--- src/rtl/rsx_pkg.sv ---
package rsx_pkg;
  localparam int MODE_W = 5;
  localparam logic [MODE_W-1:0] MODE_USR = 5'b10000;
  localparam logic [MODE_W-1:0] MODE_SYS = 5'b11111;
  localparam logic [MODE_W-1:0] MODE_HYP = 5'b11010;
  localparam int T_POS = 5;
  localparam int J_POS = 24;

  typedef enum logic [1:0] {
    ST_IDLE = 2'd0,
    ST_LO   = 2'd1,
    ST_HI   = 2'd2
  } rsx_state_e;
endpackage

--- src/rtl/rsx_addr_gen.sv ---
module rsx_addr_gen #(
  parameter int AW = 32,
  parameter int DW = 32
) (
  input  logic [AW-1:0] base,
  input  logic          incr,
  input  logic          word_hi,
  output logic [AW-1:0] first_addr,
  output logic [AW-1:0] next_base
);
  localparam int WORD_BYTES = DW / 8;
  localparam logic [AW-1:0] STEP = AW'(WORD_BYTES);
  localparam logic [AW-1:0] SPAN = AW'(2 * WORD_BYTES);

  logic [AW-1:0] lowest;

  always_comb begin
    lowest     = incr ? base : (base - SPAN);
    first_addr = word_hi ? (lowest + STEP) : lowest;
    next_base  = incr ? (base + SPAN) : (base - SPAN);
  end
endmodule

--- src/rtl/rsx_pre_chk.sv ---
module rsx_pre_chk
  import rsx_pkg::*;
(
  input  logic              restore,
  input  logic [MODE_W-1:0] cur_mode,
  input  logic [MODE_W-1:0] tgt_mode,
  output logic              is_undef,
  output logic              is_unpred
);
  logic unpriv;

  always_comb begin
    unpriv    = (cur_mode == MODE_USR) || (cur_mode == MODE_SYS);
    is_undef  = (cur_mode == MODE_HYP);
    is_unpred = !is_undef && (unpriv || (!restore && (tgt_mode == MODE_HYP)));
  end
endmodule

--- src/rtl/rsx_ret_chk.sv ---
module rsx_ret_chk
  import rsx_pkg::*;
(
  input  logic [MODE_W-1:0] ld_mode,
  input  logic              ld_j,
  input  logic              ld_t,
  output logic              no_branch
);
  always_comb no_branch = (ld_mode == MODE_HYP) && ld_j && ld_t;
endmodule

--- src/rtl/rsx_seq.sv ---
module rsx_seq
  import rsx_pkg::*;
#(
  parameter int AW = 32,
  parameter int DW = 32
) (
  input  logic              clk,
  input  logic              rst,
  input  logic              start,
  input  logic              op_restore,
  input  logic              incr,
  input  logic              word_hi,
  input  logic              wback,
  input  logic [AW-1:0]     base,
  input  logic [MODE_W-1:0] cur_mode,
  input  logic [MODE_W-1:0] tgt_mode,
  input  logic [DW-1:0]     link_val,
  input  logic [DW-1:0]     stat_val,
  output logic              mem_valid,
  output logic              mem_write,
  output logic [AW-1:0]     mem_addr,
  output logic [DW-1:0]     mem_wdata,
  input  logic              mem_ready,
  input  logic [DW-1:0]     mem_rdata,
  output logic              busy,
  output logic              done,
  output logic              undef,
  output logic              unpred,
  output logic              wb_valid,
  output logic [AW-1:0]     wb_value,
  output logic              stat_wr,
  output logic              branch,
  output logic [DW-1:0]     new_pc,
  output logic [DW-1:0]     new_stat
);
  localparam logic [AW-1:0] STEP = AW'(DW / 8);

  rsx_state_e    st;
  logic          op_r, wback_r;
  logic [AW-1:0] addr_r, wbv_r;
  logic [DW-1:0] wdata_r, stat_hold;

  logic [AW-1:0] first_c, nbase_c;
  logic          undef_c, unpred_c, ret_bad;

  rsx_addr_gen #(.AW(AW), .DW(DW)) u_addr (
    .base(base), .incr(incr), .word_hi(word_hi),
    .first_addr(first_c), .next_base(nbase_c)
  );

  rsx_pre_chk u_pre (
    .restore(op_restore), .cur_mode(cur_mode), .tgt_mode(tgt_mode),
    .is_undef(undef_c), .is_unpred(unpred_c)
  );

  rsx_ret_chk u_ret (
    .ld_mode(mem_rdata[MODE_W-1:0]), .ld_j(mem_rdata[J_POS]),
    .ld_t(mem_rdata[T_POS]), .no_branch(ret_bad)
  );

  assign busy      = (st != ST_IDLE);
  assign mem_valid = busy;
  assign mem_write = busy && !op_r;
  assign mem_addr  = addr_r;
  assign mem_wdata = wdata_r;

  always_ff @(posedge clk) begin
    if (rst) begin
      st        <= ST_IDLE;
      op_r      <= 1'b0;
      wback_r   <= 1'b0;
      addr_r    <= '0;
      wbv_r     <= '0;
      wdata_r   <= '0;
      stat_hold <= '0;
      done      <= 1'b0;
      undef     <= 1'b0;
      unpred    <= 1'b0;
      wb_valid  <= 1'b0;
      wb_value  <= '0;
      stat_wr   <= 1'b0;
      branch    <= 1'b0;
      new_pc    <= '0;
      new_stat  <= '0;
    end else begin
      done     <= 1'b0;
      undef    <= 1'b0;
      unpred   <= 1'b0;
      wb_valid <= 1'b0;
      stat_wr  <= 1'b0;
      branch   <= 1'b0;
      case (st)
        ST_IDLE: begin
          if (start) begin
            if (undef_c) begin
              done  <= 1'b1;
              undef <= 1'b1;
            end else if (unpred_c) begin
              done   <= 1'b1;
              unpred <= 1'b1;
            end else begin
              st        <= ST_LO;
              op_r      <= op_restore;
              wback_r   <= wback;
              addr_r    <= first_c;
              wbv_r     <= nbase_c;
              wdata_r   <= link_val;
              stat_hold <= stat_val;
            end
          end
        end
        ST_LO: begin
          if (mem_ready) begin
            st      <= ST_HI;
            addr_r  <= addr_r + STEP;
            wdata_r <= stat_hold;
            if (op_r) new_pc <= mem_rdata;
          end
        end
        ST_HI: begin
          if (mem_ready) begin
            st       <= ST_IDLE;
            done     <= 1'b1;
            wb_valid <= wback_r;
            if (wback_r) wb_value <= wbv_r;
            if (op_r) begin
              new_stat <= mem_rdata;
              stat_wr  <= 1'b1;
              if (ret_bad) unpred <= 1'b1;
              else         branch <= 1'b1;
            end
          end
        end
        default: st <= ST_IDLE;
      endcase
    end
  end
endmodule

--- config.mk ---
export PLATFORM = sky130hd
export DESIGN_NAME = rsx_seq
export DESIGN_NICKNAME = d
export VERILOG_FILES = /design/src/rtl/rsx_pkg.sv /design/src/rtl/rsx_addr_gen.sv /design/src/rtl/rsx_pre_chk.sv /design/src/rtl/rsx_ret_chk.sv /design/src/rtl/rsx_seq.sv
export SDC_FILE = /design/constraint.sdc
export NUM_CORES = 1
export LEC_CHECK = 0
export BUFFER_PORTS_ARGS = -buffer_cell sky130_fd_sc_hd__buf_2
export CAP_MARGIN = 30
export CORE_ASPECT_RATIO = 2
export CORE_UTILIZATION = 38
export DETAILED_ROUTE_END_ITERATION = 6
export SYNTH_ARGS = -nofsm -noshare
export SYNTH_HDL_FRONTEND = slang
export SYNTH_SLANG_ARGS = --single-unit
--- constraint.sdc ---
create_clock -name clk -period 3.1 [get_ports clk]
set_clock_uncertainty 0.1 [all_clocks]
set_input_delay 0.155 -clock clk [delete_from_list [all_inputs] [get_ports clk]]
set_output_delay 0.155 -clock clk [all_outputs]
set_load 0.03 [all_outputs]
**Word-level counts from Yosys, hierarchy flattened**

Cells that the tools add are included.

- Muxes and demuxes: 33
- $add $sub $neg: 4
- Bitwise operators: 7
- Eq/ne operators: 12
- Reduce and logical (&&, ||, !) cells: 22

Operators with widths:

| operator | number |
|---|---|
| 32-bit two-way mux | 11 |
| 32-bit case mux with 2 select lines | 2 |
| 32-bit by 3-bit adder with 32-bit output, second input constant | 2 |
| 32-bit by 4-bit adder with 32-bit output, second input constant | 1 |
| 32-bit by 4-bit subtractor with 32-bit output, second input constant | 1 |
| 5-bit == test, second input constant | 5 |
| 1-bit two-way mux | 12 |
| 2-bit two-way mux | 5 |
| 2-bit inequality test, second input constant | 5 |
| 5-bit AND reduction | 2 |
| 3-bit AND reduction | 3 |
| 1-bit NOT | 7 |
| 2-bit case mux with 3 select lines | 1 |
| 3-bit OR reduction | 2 |
| 1-bit logical AND | 5 |
| 1-bit case mux with 2 select lines | 2 |
| 4-bit AND reduction | 1 |
| 2-bit nonzero test | 2 |
| 4-bit OR reduction | 1 |
| 1-bit zero test | 3 |
| 2-bit by 1-bit == test with 1-bit output, second input constant | 1 |
| 2-bit == test, second input constant | 1 |
| 2-bit zero test | 1 |
| 1-bit logical OR | 2 |

- Bits of input ports: 146
- Flip-flop bits (word level): 234
- Output and inout port bits: 169

**Logic depth before layout (Yosys ltp)**

Gate-level depths: netlist of run 1.

- Depth in word-level cells: 8
- Depth in mapped cells: 12
- Gate-level depth less buffers: 10

**By module**

A second synthesis of run 1 with hierarchy kept.

- Cells, all modules: 1523
- Area total of the unflattened synthesis: 11437.2 sq um

Modules (own cells, without submodules):

| module | area each (sq um) | times used | cells an instance | sequential area each (sq um) |
|---|---|---|---|---|
| rsx_seq | 9118.7 | 1 | 1176 | 4684.5 |
| rsx_addr_gen | 2212.1 | 1 | 333 | 0.0 |
| rsx_pre_chk | 83.8 | 1 | 11 | 0.0 |
| rsx_ret_chk | 22.5 | 1 | 3 | 0.0 |

**Worst setup path after synthesis of run 1**

Ideal clock, no wire load.

- Kind: in2reg
- Start point: input port incr
- End point: register addr_r[31] (netlist: mem_addr[31])
- Arrival: 3.095 ns
- Buffers on the path: 2
- Data required time: 2.918 ns
- Library setup time: 0.082 ns
- Stages: 10
- Path slack: -0.178 ns
- Cells stage by stage: clkbuf_1 clkbuf_1 inv_1 ha_1 nand3b_1 a211oi_1 nand3_1 or3_1 or4_1 o221ai_1

- Word-level cells in the longest chain between the ends: 7

RTL lines:

| item | RTL line | RTL |
|---|---|---|
| start, declared | rsx_seq.sv:11 | `input logic incr,` |
| 32-bit two-way mux (*) | rsx_addr_gen.sv:18 | `lowest = incr ? base : (base - SPAN);` |
| 32-bit by 3-bit adder with 32-bit output | rsx_addr_gen.sv:19 | `first_addr = word_hi ? (lowest + STEP) : lowest;` |
| 32-bit two-way mux (*) | rsx_addr_gen.sv:19 |  |
| 32-bit two-way mux (*) | rsx_seq.sv:98 | `end else if (unpred_c) begin` |
| 32-bit two-way mux (*) | rsx_seq.sv:95 | `if (undef_c) begin` |
| 32-bit two-way mux (*) | rsx_seq.sv:94 | `if (start) begin` |
| 32-bit case mux with 2 select lines (*) | rsx_seq.sv:92 | `case (st)` |
| end signal, assigned | rsx_seq.sv:105 | `addr_r <= first_c;` |
| end signal, assigned | rsx_seq.sv:115 | `addr_r <= addr_r + STEP;` |
| end, declared | rsx_seq.sv:40 | `logic [AW-1:0] addr_r, wbv_r;` |

Every way passes the cells marked *; elsewhere a longest branch is shown, timed or not. The select of a mux whose other input is x is not followed.
A chain may end at the register's enable or synchronous reset.

**Final worst setup path of run 1**

- Start point: input port base[12]
- End point: register addr_r[21] (netlist: mem_addr[21])

- Word-level cells in the longest chain between the ends: 8

RTL lines:

| item | RTL line | RTL |
|---|---|---|
| start, declared | rsx_seq.sv:14 | `input logic [AW-1:0] base,` |
| 32-bit by 4-bit subtractor with 32-bit output | rsx_addr_gen.sv:18 |  |
| 32-bit two-way mux (*) | rsx_addr_gen.sv:18 |  |
| 32-bit by 3-bit adder with 32-bit output | rsx_addr_gen.sv:19 |  |
| 32-bit two-way mux (*) | rsx_addr_gen.sv:19 |  |
| 32-bit two-way mux (*) | rsx_seq.sv:98 |  |
| 32-bit two-way mux (*) | rsx_seq.sv:95 |  |
| 32-bit two-way mux (*) | rsx_seq.sv:94 |  |
| 32-bit case mux with 2 select lines (*) | rsx_seq.sv:92 |  |

Marks and branches as above.

==> metrics.yaml, run 1 <==
hold_path:
  min_delay_worst_type: "in -> reg"
logic_synthesis:
  synth_async_sr_flop_share_pct: 0
  post-synth-top-area-cell: "dfxtp_1"
  ys.flop_type: "dfxtp_1"
  synth-warning-count: 0
  synth_seq_area_share_pct: 41.1
  synth_area_sq_mm: 0.0114
  post-synth-top-area-fraction_pct: 41.1
  syn-instance-count: 1554
  synth_cell_types: 70
  synth_enable_flop_cells: 0
  yosys_register_bits: 234
  synth_area_per_cell_sq_um: 7.33
  mappedNetlistNets: 1706
  yosys-top-cells-area: "dfxtp_1, nand2_1, a21oi_1, clkbuf_1, xnor2_1"
die:
  io-pin-count: 315
  row_count: 89
  floorplan.core_area_sq_mm: 0.0295
  floorplan.die.width_um: 124
  chipHeight_um: 247
  start_util_pct: 38.6
  dieArea_sq_mm: 0.0307
clocking:
  cts-buffers-inserted: 23
  root_buffer: "clkbuf_16"
  cts_tree: "done"
  htreeDepth: 1
  clock-sinks: 234
  clock_latency_ns: 0.54
  cts_max_path_buffers: 3
  clk_transition_reported_paths_ns: 0.07
cells_and_area:
  fillers: 2863
  multiInputGateArea_sq_mm: 0.00627
  areaGrowthSynthToFinish_pct: 39.5
  layout-drive-gt1-share_pct: 24.7
  net_count_final: 2153
  finished_core_util_pct: 53.9
  storage_cell_area_sq_mm: 0.00468
critical_path:
  reg2reg_slack_ns: 0.45
  critical_path_cell_by_cell: "dlygate4sd3_1, buf_2, or3_1, or4_4, xor2_2, a221o_1, buf_4, nor4_2, xnor2_1, a2111oi_1"
  end_kind: "register"
  regToRegEndpoint: "mem_wdata[25]$_SDFFE_PP0P_"
  critPathRequiredTime_ns: 3.41
  critical_path_sink: "mem_addr[21]$_SDFFE_PP0P_"
  regToRegStartpoint: "st[0]$_SDFFE_PP0P_"
  slowest_stage: "dlygate4sd3_1"
  worstPathArrival_ns: 3.24
  worstRegToRegCells: 8
  crit_path_max_fanout: 6
  critical_path_class: "in -> reg"
  setup.worst_path.start: "base[12]"
  timing.critical_path.from_type: "input port"
  max_stage_delay_ns: 0.53
global_route:
  gr-total-overflow: 0
  grt_use_met2_pct: 50.5
  globalRouteMet1Util_pct: 27.8
  grt_pass1_wl_mm: 67.3
  first_global_vias: 12753
  grt.total_usage_pct: 27.4
  grt_start_max_net_pins: 148
  grt_busiest_layer: "met2"
  initial_antenna_violation_count: 3
  global_route_met3_utilization_pct: 2.42
placed_design:
  dpl.hpwl_mm: 31.2
  preCtsSetupSlack_ns: -0.233
  final_estimated_routing_congestion_in_global_placement: 0.927
  count_of_port_buffers_added_during_placement: 314
pwr:
  vdd_drop_max_mv: 0.468
  leakagePower_uw: 0.00648
  powerDensity_mw_per_mm2: 489
  finalPower_uw: 7770
sta:
  fmaxAchievable_mhz: 341
  maxSlewViolCount: 0
  rsz0062_at_grt: "no"
  timing.final.hold_violations: 0
  hold_slack_ns: 0.0181
  slew_headroom_pct: 35.9
  share_of_the_clock_period_used_by_the_worst_path_after_layout_pct: 94.6
  layout_setup_ws_ns: 0.167
  worst_slew_pin_tran_ns: 0.961
  finalSetupViolCount: 0
  final.min_clock_period_ns: 2.93
run:
  maxCapViolCount: 0
routing:
  drt_first_pass_iters: 5
  routedWlPerCell_um: 18.1
  via_count: 12823
  route.detailed.drc: 0
  postRouteAntennaNets: 0
  detail_route.iter0.violations: 647
  viasPerCell: 5.38
  final_wirelength_mm: 43.2
outcome:
  run_status: "complete, no violations"
-- cells by family (layout without fill, tap and decap cells) --
group	count (synthesis)	count (layout)	synth area share (%)
AOI/OAI and AO/OA	369	369	19.3
adders and majority gates	6	6	0.659
xor gates and xnor gates	53	53	4.07
DFF	234	234	41.1
other	0	3	0
and+or+nand+nor	755	755	29.9
muxes	4	4	0.362
buffers and inverters	133	597	4.57
-- cell type report --
class | instances | area share (%)
Tap cell | 364 | 2.86
Inverter | 14 | 0.331
Timing Repair Buffer | 541 | 22.7
Sequential cell | 234 | 29.5
Clock buffer | 30 | 4.10
Antenna cell | 3 | 0.0472
Multi-Input combinational cell | 1187 | 39.4
Clock inverter | 12 | 1.08
-- placed cells by master (no fill, tap or decap), types with 4 or more instances in the layout --
master         instances
nand2_1              447
buf_2                313
dfxtp_1              234
a21oi_1              207
dlygate4sd3_1        115
buf_4                109
nor2_1                77
nor3_1                51
o21ai_0               47
nand3_1               42
xnor2_1               38
a311oi_1              33
nand4_1               24
clkbuf_16             23
nor4_1                18
a31oi_1               16
xor2_1                14
or4_1                 13
or3_1                 13
inv_1                 12
and2_1                12
and3_1                11
o31ai_1                9
and4_1                 8
o22ai_1                8
or2_2                  5
nand2b_1               5
a211oi_1               5
ha_1                   5
clkbuf_8               5
clkinv_2               5
o211ai_1               4
nor4_2                 4
a31o_2                 4
bufinv_16              4
-- power breakdown --
group	switching (uW)	leakage, uW	internal, uW
clock	1270	0.000411	1830
combinational	879	0.00416	526
sequential	111	0.00191	3170
-- layer usage --
| layer | share of wire, % | routed length, um |
|---|---|---|
| met1 | 36 | 15500 |
| met2 | 52 | 22500 |
| met3 | 3.5 | 1530 |
| met4 | 8.6 | 3730 |
| met5 | 0 | 0 |
-- sequential cells by signal (all words and copies together) (netlist names), 2 cells and up --
signal,cells
mem_addr,32
mem_wdata,32
new_pc,32
new_stat,32
st,2
stat_hold,32
wb_value,32
wbv_r,32
-- worst max-delay path, delay by kind of cell --
family                 cells  cell delay [ns]
AO/OA/AOI/OAI              2             0.72
buffers and inverters      3             0.87
XOR/XNOR                   2             0.28
AND/OR/NAND/NOR            3             1.21
-- metrics by stage --
stage	instance area, sq um	instances	TNS (ns)
finish	15900	2385	0
global route	15900	2385	0
CTS	15900	2381	0
detailed placement	13900	2224	-1.62
global placement	13900	2224	-0.637
floorplan	11400	1554	0
-- Yosys cell counts, types with 6 or more instances --
master    instances
a311oi_1         33
dfxtp_1         234
or4_1            15
ha_1              6
o21ai_0          47
o22ai_1           8
nand4_1          24
a21oi_1         207
and3_1           11
nor3_1           51
clkbuf_1        106
and4_1            8
a211oi_1          6
a31oi_1          16
inv_1            13
or3_1            14
and2_1           12
xor2_1           15
nand2b_1          6
nand2_1         448
nor2_1           77
nor4_1           19
o31ai_1           9
xnor2_1          38
nand3_1          43
-- what timing repair did --
item	in CTS	in global routing
setup buffers	0	1
endpoints found under the setup margin	0	5
gates resized for setup	0	5
hold buffers	115	0
hold endpoints to repair	156	0
-- worst min-delay path by stage --
stage / startpoint / to / slack, ns / cells past startpoint
finish: base[25] / wbv_r[25]$_SDFFE_PP0P_ / 0.02 / 5
global route: base[25] / wbv_r[25]$_SDFFE_PP0P_ / 0.05 / 5
CTS: base[25] / wbv_r[25]$_SDFFE_PP0P_ / 0.01 / 5
detailed placement: stat_val[11] / stat_hold[11]$_SDFFE_PP0P_ / 0.30 / 3
global placement: stat_val[11] / stat_hold[11]$_SDFFE_PP0P_ / 0.30 / 3
floorplan: stat_val[0] / stat_hold[0]$_SDFFE_PP0P_ / 0.19 / 2
(Power assumes the default switching activity.)
==> run 2, diff against run 1 <==
==> constraint.sdc (replaced) <==
create_clock -name clk -period 3.1 [get_ports clk]
set_clock_uncertainty 0.1 [all_clocks]
set_input_delay 0.31 -clock clk [delete_from_list [all_inputs] [get_ports clk]]
set_output_delay 0.31 -clock clk [all_outputs]
set_load 0.03 [all_outputs]
==> run 2 against run 1 <==
First-iteration DRC count is 2.0% higher. Largest cell class unchanged. Largest power group unchanged. Total power is 1.3% lower. Hold slack worse by 0.0017 ns. Non-clock buffer count is 10 higher. Via count is 0.45% higher. Sequential share of layout area is 0.070 points lower. Global-route usage is 0.13 points lower. Sequential power hardly changed. Cell count is 0.42% higher. Clock power is 4% lower.
==> metrics.yaml, run 2 (synthesis results as in run 1) <==
outcome:
  run_status: "complete, no violations"
global_route:
  grt_use_met2_pct: 52.0  # +1.6 points
  initial_antenna_violation_count: 4  # +1
  grt_busiest_layer: "met2"
  grt_pass1_wl_mm: 66.7  # -0.92%
  first_global_vias: 12705  # -0.38%
  grt_start_max_net_pins: 81  # -45%
  global_route_met3_utilization_pct: 2.77  # +0.35 points
  globalRouteMet1Util_pct: 27.0  # -0.79 points
  grt.total_usage_pct: 27.2  # -0.13 points
  gr-total-overflow: 0  # unchanged
pwr:
  vdd_drop_max_mv: 0.397  # -15%
  switching_share_pct: 29.1  # +0.10 points
  leakagePower_uw: 0.00653  # +0.67%
  internal_uw: 5440  # -1.4%
  netSwitchingPower_uw: 2230  # -0.94%
  power_frac_seq_pct: 42.8  # +0.6 points
  pwr-share-comb_pct: 18.5  # +0.4 points
  share_clk_of_total_power_pct: 38.7  # -1.1 points
  powerDensity_mw_per_mm2: 481  # -1.5%
  finalPower_uw: 7670  # -1.3%
cells_and_area:
  net_count_final: 2163  # +0.46%
  areaGrowthSynthToFinish_pct: 39.8
  layout.cells.most_common: "nand2_1"
  layout.cells.most_common_list: "nand2_1, buf_2, dfxtp_1, a21oi_1, buf_4"
  fin_area_sq_mm: 0.0159  # +0.24%
  fillers: 2904  # +1.4%
  layout-drive-gt1-share_pct: 25.6  # +0.89 points
die:
  floorplan.core_area_sq_mm: 0.0295  # unchanged
  floorplan.die.width_um: 124  # unchanged
  chipHeight_um: 247  # unchanged
  io-pin-count: 315  # unchanged
  row_count: 89  # unchanged
  dieArea_sq_mm: 0.0307  # unchanged
  start_util_pct: 38.6  # unchanged
sta:
  final.min_clock_period_ns: 2.85  # -0.0796 ns
  worst_slew_pin_tran_ns: 0.797  # -0.164 ns
  finalSetupViolCount: 0  # unchanged
  hold_slack_ns: 0.0164  # -0.00172 ns
  finalSetupTns_ns: 0  # unchanged
  timing.final.hold_violations: 0  # unchanged
  layout_setup_ws_ns: 0.247  # +0.0796 ns
  share_of_the_clock_period_used_by_the_worst_path_after_layout_pct: 92.0  # -2.6 points
  maxSlewViolCount: 0  # unchanged
  rsz0062_at_grt: "no"
  fmaxAchievable_mhz: 350  # +2.8%
  slew_headroom_pct: 46.9  # +11 points
clocking:
  root_buffer: "clkbuf_16"
  cts_tree: "done"
  cts_max_path_buffers: 3  # unchanged
  clock-sinks: 234  # unchanged
  cts-buffers-inserted: 23  # unchanged
  cts_setup_buffers: 0  # unchanged
  clock_latency_ns: 0.54  # about the same
  clk_transition_reported_paths_ns: 0.06  # about the same
  htreeDepth: 1  # unchanged
critical_path:
  crit_path_max_fanout: 7  # +1
  critical_path_class: "in -> reg"
  worstPathArrival_ns: 3.20  # -0.04 ns
  critPathRequiredTime_ns: 3.44  # +0.03 ns
  timing.critical_path.from_type: "input port"
  end_kind: "register"
routing:
  detail_route.iter0.violations: 660  # +2.0%
  final_wirelength_mm: 43.4  # +0.32%
  postRouteAntennaNets: 0  # unchanged
  drt_first_pass_iters: 5  # unchanged
  viasPerCell: 5.38  # about the same
  route.detailed.drc: 0  # unchanged
  routedWlPerCell_um: 18.1  # about the same
  via_count: 12881  # +0.45%
placed_design:
  final_estimated_routing_congestion_in_global_placement: 0.944  # +1.7%
  dpl.hpwl_mm: 32.1  # +2.8%
  preCtsSetupSlack_ns: -0.354  # -0.121 ns
  count_of_port_buffers_added_during_placement: 314  # unchanged
  placed_area_sq_mm: 0.0141  # +1.7%
run:
  maxCapViolCount: 0  # unchanged
hold_path:
  min_delay_worst_type: "in -> reg"
[run 2: path summary, 6_finish.rpt]
| check | slack [ns] | endpoint | startpoint | cells past startpoint |
|---|---|---|---|---|
| worst max-delay path | 0.25 | mem_addr[31]$_SDFFE_PP0P_ | base[4] | 11 |
| worst min-delay path | 0.02 | undef$_SDFF_PP0_ | cur_mode[1] | 3 |
| worst max register to register | 0.41 | mem_addr[29]$_SDFFE_PP0P_ | mem_addr[11]$_SDFFE_PP0P_ | 7 |
| worst min register to register | 0.35 | new_pc[8]$_SDFFE_PP0P_ | new_pc[8]$_SDFFE_PP0P_ | 2 |
[run 2: through the flow]
stage,util (%),cells
floorplan,-,1554
global placement,47.7,2247
detailed placement,47.8,2249
CTS,53.9,2390
global route,54.0,2394
finish,54.0,2395
[run 2: repair_timing]
action / CTS / global route
hold buffers: 101 / 0
endpoints found under the setup margin: 0 / 1
hold endpoints to repair: 136 / 0
gates resized for setup: 0 / 1
[run 2: power groups by stage]
| stage | combinational (uW) | clock [uW] | sequential [uW] |
|---|---|---|---|
| floorplan | 607 | 0 | 3520 |
| global placement | 1290 | 0 | 3340 |
| detailed placement | 1310 | 0 | 3350 |
| CTS | 1420 | 3060 | 3280 |
| global route | 1540 | 3140 | 3300 |
| finish | 1420 | 2970 | 3280 |
[run 2: routing by layer]
metal | up-vias | wire, um | share of wire [%]
met2 | 423 | 23400 | 54
met1 | 5986 | 15200 | 35
met3 | 140 | 1690 | 3.9
met5 | - | 0 | 0
li1 | 6332 | - | -
met4 | 0 | 3080 | 7.1
[run 2: layout make-up]
| class | count | area (sq um) | share of cell area (%) |
|---|---|---|---|
| clock buffers | 31 | 656 | 4.11 |
| flip-flops and latches | 234 | 4680 | 29.4 |
| clock inverters | 9 | 131 | 0.824 |
| diodes | 5 | 12.5 | 0.0785 |
| inverters | 14 | 57.6 | 0.361 |
| repair buffers | 551 | 3680 | 23.1 |
| multi-input cells | 1187 | 6260 | 39.3 |
| well taps | 364 | 455 | 2.86 |
[run 2: critical path: stages]
cell and delay (ns):
buf_2 0.12, inv_4 0.06, ha_4 0.13, or4b_4 0.48, buf_4 0.18, nor3_1 0.25
o21ai_0 0.20, a221o_1 0.42, or3_1 0.47, or4_1 0.43, o221ai_1 0.15
